===== config.mk =====
export PLATFORM = sky130hd
export DESIGN_NAME = line_energy_acc
export DESIGN_NICKNAME = d
export VERILOG_FILES = /design/src/rtl/lea_pkg.sv /design/src/rtl/lea_sample_cond.sv /design/src/rtl/lea_window_ctl.sv /design/src/rtl/lea_sat_acc.sv /design/src/rtl/line_energy_acc.sv
export SDC_FILE = /design/constraint.sdc
export NUM_CORES = 1
export LEC_CHECK = 0
export ABC_CLOCK_PERIOD_IN_PS = 7950
export BUFFER_PORTS_ARGS = -buffer_cell sky130_fd_sc_hd__buf_2
export CELL_PAD_IN_SITES_DETAIL_PLACEMENT = 1
export CELL_PAD_IN_SITES_GLOBAL_PLACEMENT = 2
export CORE_ASPECT_RATIO = 1.75
export CORE_UTILIZATION = 30
export DETAILED_ROUTE_END_ITERATION = 16
export PLACE_DENSITY_LB_ADDON = 0.1
export REMOVE_ABC_BUFFERS = 1
export SYNTH_ARGS = -nofsm -noshare
export SYNTH_HDL_FRONTEND = slang
export SYNTH_HIERARCHICAL = 1
export SYNTH_SLANG_ARGS = --single-unit

===== constraint.sdc =====
create_clock -name clk -period 7.95 [get_ports clk]
set_clock_uncertainty 0.2 [all_clocks]
set_input_delay 1.1925 -clock clk [delete_from_list [all_inputs] [get_ports clk]]
set_output_delay 1.1925 -clock clk [all_outputs]
set_load 0.01 [all_outputs]

===== src/rtl/lea_pkg.sv =====
package lea_pkg;
  typedef enum logic [1:0] {ST_IDLE, ST_ARM, ST_RUN} lea_state_e;
  localparam logic [1:0] A_COUNT  = 2'd0;
  localparam logic [1:0] A_CTRL   = 2'd1;
  localparam logic [1:0] A_THRESH = 2'd2;
  localparam logic [1:0] A_STATUS = 2'd3;
endpackage


===== src/rtl/lea_sample_cond.sv =====
module lea_sample_cond #(
  parameter int PWR_W = 16,
  parameter int ACC_W = 48
) (
  input  logic             vld,
  input  logic [PWR_W-1:0] pwr,
  input  logic             abs_mode,
  input  logic [PWR_W-1:0] thr,
  output logic [ACC_W-1:0] contrib
);
  logic [PWR_W:0] ext;
  logic [PWR_W:0] mag;
  logic           pass;

  always_comb begin
    ext  = {pwr[PWR_W-1], pwr};
    mag  = ext[PWR_W] ? (PWR_W+1)'(-ext) : ext;
    pass = (mag >= {1'b0, thr});
    if (!vld)
      contrib = '0;
    else if (abs_mode)
      contrib = pass ? {{(ACC_W-PWR_W-1){1'b0}}, mag} : '0;
    else
      contrib = {{(ACC_W-PWR_W){pwr[PWR_W-1]}}, pwr};
  end
endmodule


===== src/rtl/lea_window_ctl.sv =====
module lea_window_ctl
  import lea_pkg::*;
#(
  parameter int CNT_W = 16
) (
  input  logic             clk,
  input  logic             rst,
  input  logic             cnt_wr,
  input  logic [CNT_W-1:0] cnt_val,
  input  logic             zc,
  output logic             acc_en,
  output logic             win_end,
  output logic [CNT_W-1:0] cnt_q
);
  lea_state_e       state_q;
  logic [CNT_W-1:0] hcnt_q;

  assign acc_en  = !cnt_wr && ((state_q == ST_RUN) || (state_q == ST_ARM && zc));
  assign win_end = !cnt_wr && (state_q == ST_RUN) && zc &&
                   (hcnt_q == cnt_q - CNT_W'(1));

  always_ff @(posedge clk) begin
    if (rst) begin
      state_q <= ST_IDLE;
      hcnt_q  <= '0;
      cnt_q   <= '0;
    end else if (cnt_wr) begin
      cnt_q   <= cnt_val;
      hcnt_q  <= '0;
      state_q <= (cnt_val == '0) ? ST_IDLE : ST_ARM;
    end else begin
      case (state_q)
        ST_ARM: if (zc) begin
          state_q <= ST_RUN;
          hcnt_q  <= '0;
        end
        ST_RUN: if (zc) hcnt_q <= win_end ? '0 : hcnt_q + CNT_W'(1);
        default: ;
      endcase
    end
  end
endmodule


===== src/rtl/lea_sat_acc.sv =====
module lea_sat_acc #(
  parameter int ACC_W = 48
) (
  input  logic             clk,
  input  logic             rst,
  input  logic             clr,
  input  logic             restart,
  input  logic             add_en,
  input  logic [ACC_W-1:0] contrib,
  output logic [ACC_W-1:0] acc_q
);
  localparam logic [ACC_W-1:0] MAX_V = {1'b0, {(ACC_W-1){1'b1}}};
  localparam logic [ACC_W-1:0] MIN_V = {1'b1, {(ACC_W-1){1'b0}}};

  logic [ACC_W-1:0] base;
  logic [ACC_W:0]   sum;
  logic [ACC_W-1:0] sat;

  always_comb begin
    base = restart ? '0 : acc_q;
    sum  = {base[ACC_W-1], base} + {contrib[ACC_W-1], contrib};
    if (sum[ACC_W] != sum[ACC_W-1])
      sat = sum[ACC_W] ? MIN_V : MAX_V;
    else
      sat = sum[ACC_W-1:0];
  end

  always_ff @(posedge clk) begin
    if (rst || clr) acc_q <= '0;
    else if (add_en) acc_q <= sat;
  end
endmodule


===== src/rtl/line_energy_acc.sv =====
module line_energy_acc
  import lea_pkg::*;
#(
  parameter int PWR_W  = 16,
  parameter int DATA_W = 16,
  parameter int CNT_W  = 16,
  parameter int ACC_W  = 48,
  parameter int OUT_W  = 24
) (
  input  logic              clk,
  input  logic              rst,
  input  logic              smp_vld,
  input  logic [PWR_W-1:0]  smp_pwr,
  input  logic              zc_pulse,
  input  logic              wr_en,
  input  logic [1:0]        wr_addr,
  input  logic [DATA_W-1:0] wr_data,
  output logic [OUT_W-1:0]  rd_energy,
  output logic              eoc_flag,
  output logic              irq
);
  localparam int OUT_LSB = ACC_W - OUT_W;

  logic             cnt_wr, ctrl_wr, thr_wr, stat_clr;
  logic             abs_q, ie_q, ie_n, flag_n;
  logic [PWR_W-1:0] thr_q;
  logic [ACC_W-1:0] contrib, acc_q;
  logic             acc_en, win_end;
  logic [CNT_W-1:0] cnt_q;

  assign cnt_wr   = wr_en && (wr_addr == A_COUNT);
  assign ctrl_wr  = wr_en && (wr_addr == A_CTRL);
  assign thr_wr   = wr_en && (wr_addr == A_THRESH);
  assign stat_clr = wr_en && (wr_addr == A_STATUS) && wr_data[0];

  lea_sample_cond #(.PWR_W(PWR_W), .ACC_W(ACC_W)) i_cond (
    .vld(smp_vld), .pwr(smp_pwr), .abs_mode(abs_q), .thr(thr_q), .contrib(contrib)
  );

  lea_window_ctl #(.CNT_W(CNT_W)) i_ctl (
    .clk(clk), .rst(rst), .cnt_wr(cnt_wr), .cnt_val(wr_data[CNT_W-1:0]),
    .zc(zc_pulse), .acc_en(acc_en), .win_end(win_end), .cnt_q(cnt_q)
  );

  lea_sat_acc #(.ACC_W(ACC_W)) i_acc (
    .clk(clk), .rst(rst), .clr(cnt_wr), .restart(win_end), .add_en(acc_en),
    .contrib(contrib), .acc_q(acc_q)
  );

  assign flag_n = win_end ? 1'b1 : (stat_clr ? 1'b0 : eoc_flag);
  assign ie_n   = ctrl_wr ? wr_data[1] : ie_q;

  always_ff @(posedge clk) begin
    if (rst) begin
      abs_q     <= 1'b0;
      ie_q      <= 1'b0;
      thr_q     <= '0;
      rd_energy <= '0;
      eoc_flag  <= 1'b0;
      irq       <= 1'b0;
    end else begin
      if (ctrl_wr) abs_q <= wr_data[0];
      ie_q <= ie_n;
      if (thr_wr) thr_q <= wr_data[PWR_W-1:0];
      if (cnt_wr) rd_energy <= '0;
      else if (win_end) rd_energy <= acc_q[OUT_LSB +: OUT_W];
      eoc_flag <= flag_n;
      irq      <= flag_n & ie_n;
    end
  end
endmodule


* Word level (Yosys, flattened, before mapping)
Index checks and enable logic that the tools add are counted.
** Cells by class
- Equal/unequal tests :: 9
- Reduce and logical (&&, ||, !) cells :: 21
- Order comparisons :: 1
- Bitwise logic cells :: 1
- Multiplexer cells :: 18
- Add/subtract/negate cells :: 4
** Operators with widths (number)
- $mux W48 :: 5
- $add A48 B48 Y49 :: 1
- $mux W16 :: 3
- $mux W17 :: 2
- $pmux W16 S2 :: 1
- $ge A17 B16 Y1 :: 1
- $neg A17 Y17 :: 1
- $add A16 B1 Y16 const B :: 1
- $eq A16 B16 Y1 :: 1
- $logic_not A16 Y1 :: 1
- $sub A16 B1 Y16 const B :: 1
- $logic_and A1 B1 Y1 :: 10
- $eq A2 B2 Y1 const B :: 3
- $mux W2 :: 3
- $reduce_bool A2 Y1 :: 3
- $eq A2 B1 Y1 const B :: 2
- $mux W1 :: 4
- $ne A2 B2 Y1 const B :: 2
- $reduce_and A3 Y1 :: 1
- $logic_not A2 Y1 :: 1
- $logic_or A1 B1 Y1 :: 2
- $reduce_and A2 Y1 :: 1
- $reduce_or A2 Y1 :: 1
- $and A1 B1 Y1 :: 1
- other kinds (2) :: 2
** Storage, ports and cells
- Logic and storage cells :: 64
- Register bits after elaboration :: 126
- Output and inout bits :: 26

* Depth between registers and ports, before layout
- Depth in word-level cells :: 10
- Depth in mapped cells :: 28
- Mapped depth without buffers :: 24

* Cells and area by module
The synthesis kept the hierarchy.
** Modules (own cells, without submodules)
- lea_sat_acc :: cells an instance 669, area each 5111.2 µm², instances 1
- lea_window_ctl :: cells an instance 271, area each 2222.1 µm², instances 1
- line_energy_acc :: cells an instance 164, area each 1600.3 µm², instances 1
- lea_sample_cond :: cells an instance 201, area each 1363.8 µm², instances 1

* Worst setup path after synthesis
Ideal clock, no wire load.
- Path type :: input -> register
- Start point :: input port smp_pwr[0]
- End point :: register i_acc.acc_q[10]
- Stages on the path :: 24
- Data required time :: 7.628 ns
- Data arrival time :: 5.959 ns
- Setup slack :: 1.669 ns
- Path through :: inv_1 ha_1 clkbuf_1 nand2_1 o31ai_1 xnor2_1 ha_1 and2_0 a221o_1 a221oi_2 o2111a_2 buf_6 nor2_1 ha_1 nand2_1 a21o_1 a2111oi_4 a21oi_2 o31a_4 o21a_4 xnor2_4 a21boi_4 buf_6 a21oi_2
** Between the ends
- Longest elaborated chain between the ends :: 9
** RTL lines
- start, declared :: line line_energy_acc.sv:13 : input logic [PWR_W-1:0] smp_pwr,
- $neg A17 Y17 :: line lea_sample_cond.sv:17 : mag = ext[PWR_W] ? (PWR_W+1)'(-ext) : ext;
- $mux W17 (*) :: line lea_sample_cond.sv:17
- $ge A17 B16 Y1 :: line lea_sample_cond.sv:18 : pass = (mag >= {1'b0, thr});
- $mux W17 (*) :: line lea_sample_cond.sv:22 : contrib = pass ? {{(ACC_W-PWR_W-1){1'b0}}, mag} : '0;
- $mux W48 (*) :: line lea_sample_cond.sv:21 : else if (abs_mode)
- $mux W48 (*) :: line lea_sample_cond.sv:19 : if (!vld)
- named net contrib[10] :: line line_energy_acc.sv:27 : logic [ACC_W-1:0] contrib, acc_q;
- $add A48 B48 Y49 (*) :: line lea_sat_acc.sv:21 : sum = {base[ACC_W-1], base} + {contrib[ACC_W-1], contrib};
- $mux W48 / $ne A1 B1 Y1 (equally long branches) :: line lea_sat_acc.sv:23, lea_sat_acc.sv:22
- $mux W48 (*) :: line lea_sat_acc.sv:22 : if (sum[ACC_W] != sum[ACC_W-1])
- end signal, assigned :: line lea_sat_acc.sv:30 : else if (add_en) acc_q <= sat;
- end, declared :: line lea_sat_acc.sv:10 : output logic [ACC_W-1:0] acc_q
The timed path passes the listed nets; every way through them passes the cells marked *.
A chain may end at the register's enable or synchronous reset.

* Final worst setup path
- Start point :: input port smp_pwr[7]
- End point :: register i_acc.acc_q[24]
** Between the ends
- Longest elaborated chain between the ends :: 9
** RTL lines (line)
- $neg A17 Y17 :: lea_sample_cond.sv:17
- $mux W17 (*) :: lea_sample_cond.sv:17
- $ge A17 B16 Y1 (*) :: lea_sample_cond.sv:18
- $mux W17 (*) :: lea_sample_cond.sv:22
- $mux W48 (*) :: lea_sample_cond.sv:21
- $mux W48 (*) :: lea_sample_cond.sv:19
- named net contrib[0] :: line_energy_acc.sv:27
- $add A48 B48 Y49 (*) :: lea_sat_acc.sv:21
- $mux W48 / $ne A1 B1 Y1 (equally long branches) :: lea_sat_acc.sv:23, lea_sat_acc.sv:22
- $mux W48 (*) :: lea_sat_acc.sv:22
Marked as above.

==> results.sh <==
export IMPL_status="complete, no violations"
export IMPL_hold_end="thr_q[10]"
export IMPL_cts_max_level=4
export IMPL_worstPathArrival_ns=7.37
export IMPL_power_total_mw=1.93
export IMPL_postSynthCellCount=1305
export IMPL_clock_path_buffers=2
export IMPL_final_max_slew_viol_count=0
export IMPL_gp_congestion=0.806
export IMPL_ys_ff_latch=126
export IMPL_core_um2=33700
export IMPL_final_min_period_over_clock_period_pct=90.4
export IMPL_rsz0062_at_grt="false"
export IMPL_cts_sinks=126
export IMPL_grt_first_pass_wirelength_um=53600
export IMPL_cts_resized=0
export IMPL_powerDensity_nw_per_um2=170
export IMPL_first_pass_iters=4
export IMPL_viasPerCell=5.16
export IMPL_ys_top_cells_by_area="dfxtp_1, ha_1, o21ai_0, mux2i_1, a21oi_1"
export IMPL_synth_seq_area_share_pct=24.5
export IMPL_num_antenna_cells=0
export IMPL_clkLatencyLatePin_ns=0.45
export IMPL_grt_overflow=0
export IMPL_synthArstFlopShare_pct=0
export IMPL_drt_wl_total_um=33500
export IMPL_final_nets=1399
export IMPL_yosys_cell_count_top_type="dfxtp_1"
export IMPL_startpoint_type="input pin"
export IMPL_ys_warn_count=6
export IMPL_fin_ws_ns=0.766
export IMPL_synth_area_leader_cell="dfxtp_1"
export IMPL_drive_gt1_share_pct=15.7
export IMPL_leakagePower_nw=4.49
export IMPL_synthSimpleGateAreaFrac_pct=20.6
export IMPL_critPathMaxFanout=17
export IMPL_r2r_setup_slack_ns=1.58
export IMPL_place_area_um2=10700
export IMPL_cts_tree="yes"
export IMPL_hold_class="reg2reg"
export IMPL_synthMuxAreaShare_pct=5.25
export IMPL_syn_to_final_growth_pct=10.2
export IMPL_endpoint_kind="flip-flop"
export IMPL_wl_per_cell_um=19.1
export IMPL_startpoint="smp_pwr[7]"
export IMPL_cts_setup_buffers=0
export IMPL_fin_area_um2=11300
export IMPL_avgSynthCellArea_um2=7.89
export IMPL_whs_path_depth=2
export IMPL_setup_violations=0
export IMPL_min_from="thr_q[10]"
export IMPL_grt_max_degree=55
export IMPL_tightest_slew_ns=1.02
export IMPL_r2r_end="i_acc/acc_q[9]"
export IMPL_die_h_um=247
export IMPL_synth_top_family_by_area="compound AO/OA/AOI/OAI gates"
export IMPL_dpl_worst_slack_ns=0.276
export IMPL_period_needed_ns=7.18
export IMPL_via_count=9074
export IMPL_hpwl_um=25900
export IMPL_synth_top_area_share_pct=24.5
export IMPL_synthAdderAreaFrac_pct=9.02
export IMPL_grt_antenna_before_repair=0
export IMPL_fmax_ghz=0.139
export IMPL_num_rows=89
export IMPL_synth_edf_count=0
export IMPL_ys_types=81
export IMPL_stdcell_count=1758
export IMPL_root_buffer="clkbuf_16"
export IMPL_critPathKind="in2reg"
export IMPL_hold_violations=0
export IMPL_required_ns=8.13
export IMPL_postCtsHoldBufs=0
export IMPL_die_x_um=142
export IMPL_dieArea_um2=35100
export IMPL_r2r_cells=20
export IMPL_grt_pass1_vias=9662
export IMPL_worst_hold_slack_ns=0.254
export IMPL_synth_compound_area_share_pct=24.5
export IMPL_numCtsBuffers=17
export IMPL_port_buffers=64
export IMPL_grt_total_usage_pct=20.0
export IMPL_vdd_drop_max_mv=0.158
export IMPL_ys_flop_type="dfxtp_1"
export IMPL_ant_nets=0
export IMPL_boundaryPins=65
export IMPL_r2r_start="i_ctl/cnt_q[0]"
export IMPL_drtIter0Drc=230
export IMPL_slew_limit_headroom_pct=32.3
export IMPL_synth_xor_area_share_pct=8.00
export IMPL_yosys_top_cells_count="dfxtp_1, nand2_1, o21ai_0"
export IMPL_start_util_pct=30.5
export IMPL_route_detailed_drc=0
export IMPL_placedCellCount=1726
export IMPL_path_clk_slew_ns=0.06
export IMPL_cap_violations=0
export IMPL_synthesis_area_um2=10300
-- registers in the layout, indices dropped and copies added, names as in the netlist --
name,flops
i_acc/acc_q,48
rd_energy,24
i_ctl/cnt_q,16
i_ctl/hcnt_q,16
thr_q,16
i_ctl/state_q,2
abs_q,1
eoc_flag,1
ie_q,1
irq,1
-- routing by layer --
| layer | vias up | routed length [um] | GRT usage (%) |
|---|---|---|---|
| met3 | 38 | 518 | 2.09 |
| li1 | 4556 | - | - |
| met2 | 107 | 19400 | 40.6 |
| met5 | - | 0 | 0 |
| met1 | 4373 | 12800 | 20.0 |
| met4 | 0 | 815 | 8.13 |
-- cells in the final DEF, fill, tap and decap left out, types with 12 or more instances in the layout --
cell       instances
dfxtp_1          126
nand2_1          115
o21ai_0          111
a21oi_1           88
nor2_1            86
ha_1              69
buf_2             64
nor2b_1           56
mux2i_1           54
xnor2_1           49
inv_1             44
a21oi_2           42
xor2_1            40
nand3_1           34
a21o_1            29
a31oi_1           25
nand4_1           19
nor3_1            17
clkbuf_16         17
buf_4             17
o21ai_1           15
nor2_2            13
nand2b_1          12
-- metrics by stage --
stage | utilization (%) | setup TNS, ns
3_5_place_dp | 31.7 | 0
4_1_cts | 33.6 | 0
6_report | 33.6 | 0
2_1_floorplan | - | -0.00858
5_1_grt | 33.6 | 0
3_3_place_gp | 31.7 | 0
-- report_power, final --
part,internal (mW),leakage [nW],total (mW),switching [mW]
sequential,0.651,1.02,0.667,0.0159
clock,0.551,0.313,0.877,0.326
combinational,0.142,3.16,0.382,0.240
total,1.34,4.49,1.93,0.581
-- worst max-delay path: stages --
cell and delay (ns):
buf_2 0.16, nor3_1 0.53, nand3b_1 0.21, o31ai_1 0.29, xnor2_1 0.12, ha_1 0.30
nand3_1 0.09, nor2_1 0.22, nand4_1 0.16, o2111a_2 0.41, nor2_1 0.19, ha_1 0.26
inv_1 0.07, fa_1 0.40, nand2b_1 0.18, a21o_1 0.21, a211oi_1 0.41, o21a_1 0.29
o21ai_1 0.13, a31oi_2 0.32, a21oi_1 0.22, o22ai_2 0.28, buf_4 0.30, o21ai_0 0.18
a21oi_2 0.19
-- area by class of cell --
| cell class | count | area (um^2) |
|---|---|---|
| Inverter | 45 | 169 |
| Timing Repair Buffer | 83 | 488 |
| Sequential cell | 126 | 2520 |
| Clock buffer | 20 | 467 |
| Multi-Input combinational cell | 1017 | 6950 |
| Tap cell | 455 | 569 |
| Fill cell | 4086 | 22400 |
| Clock inverter | 12 | 180 |
-- cell families (layout without fill, tap and decap cells) --
group	count (synthesis)	after routing
AOI/OAI and AO/OA	385	385
buffers and inverters	162	160
xor gates and xnor gates	91	91
muxes	54	54
and+or+nand+nor	413	413
DFF	126	126
adders and majority gates	74	74
-- how the worst max path moves through the flow --
| stage | to | slack (ns) | cells past startpoint |
|---|---|---|---|
| 6_report | i_acc/acc_q[24] | 0.77 | 25 |
| 5_1_grt | i_acc/acc_q[39] | 0.11 | 24 |
| 4_1_cts | i_acc/acc_q[39] | 0.70 | 24 |
| 3_5_place_dp | i_acc/acc_q[39] | 0.28 | 24 |
| 3_3_place_gp | i_acc/acc_q[39] | 0.13 | 25 |
| 2_1_floorplan | i_acc/acc_q[33] | -0.009 | 19 |
No activity file was read; power rests on OpenSTA's default activity.
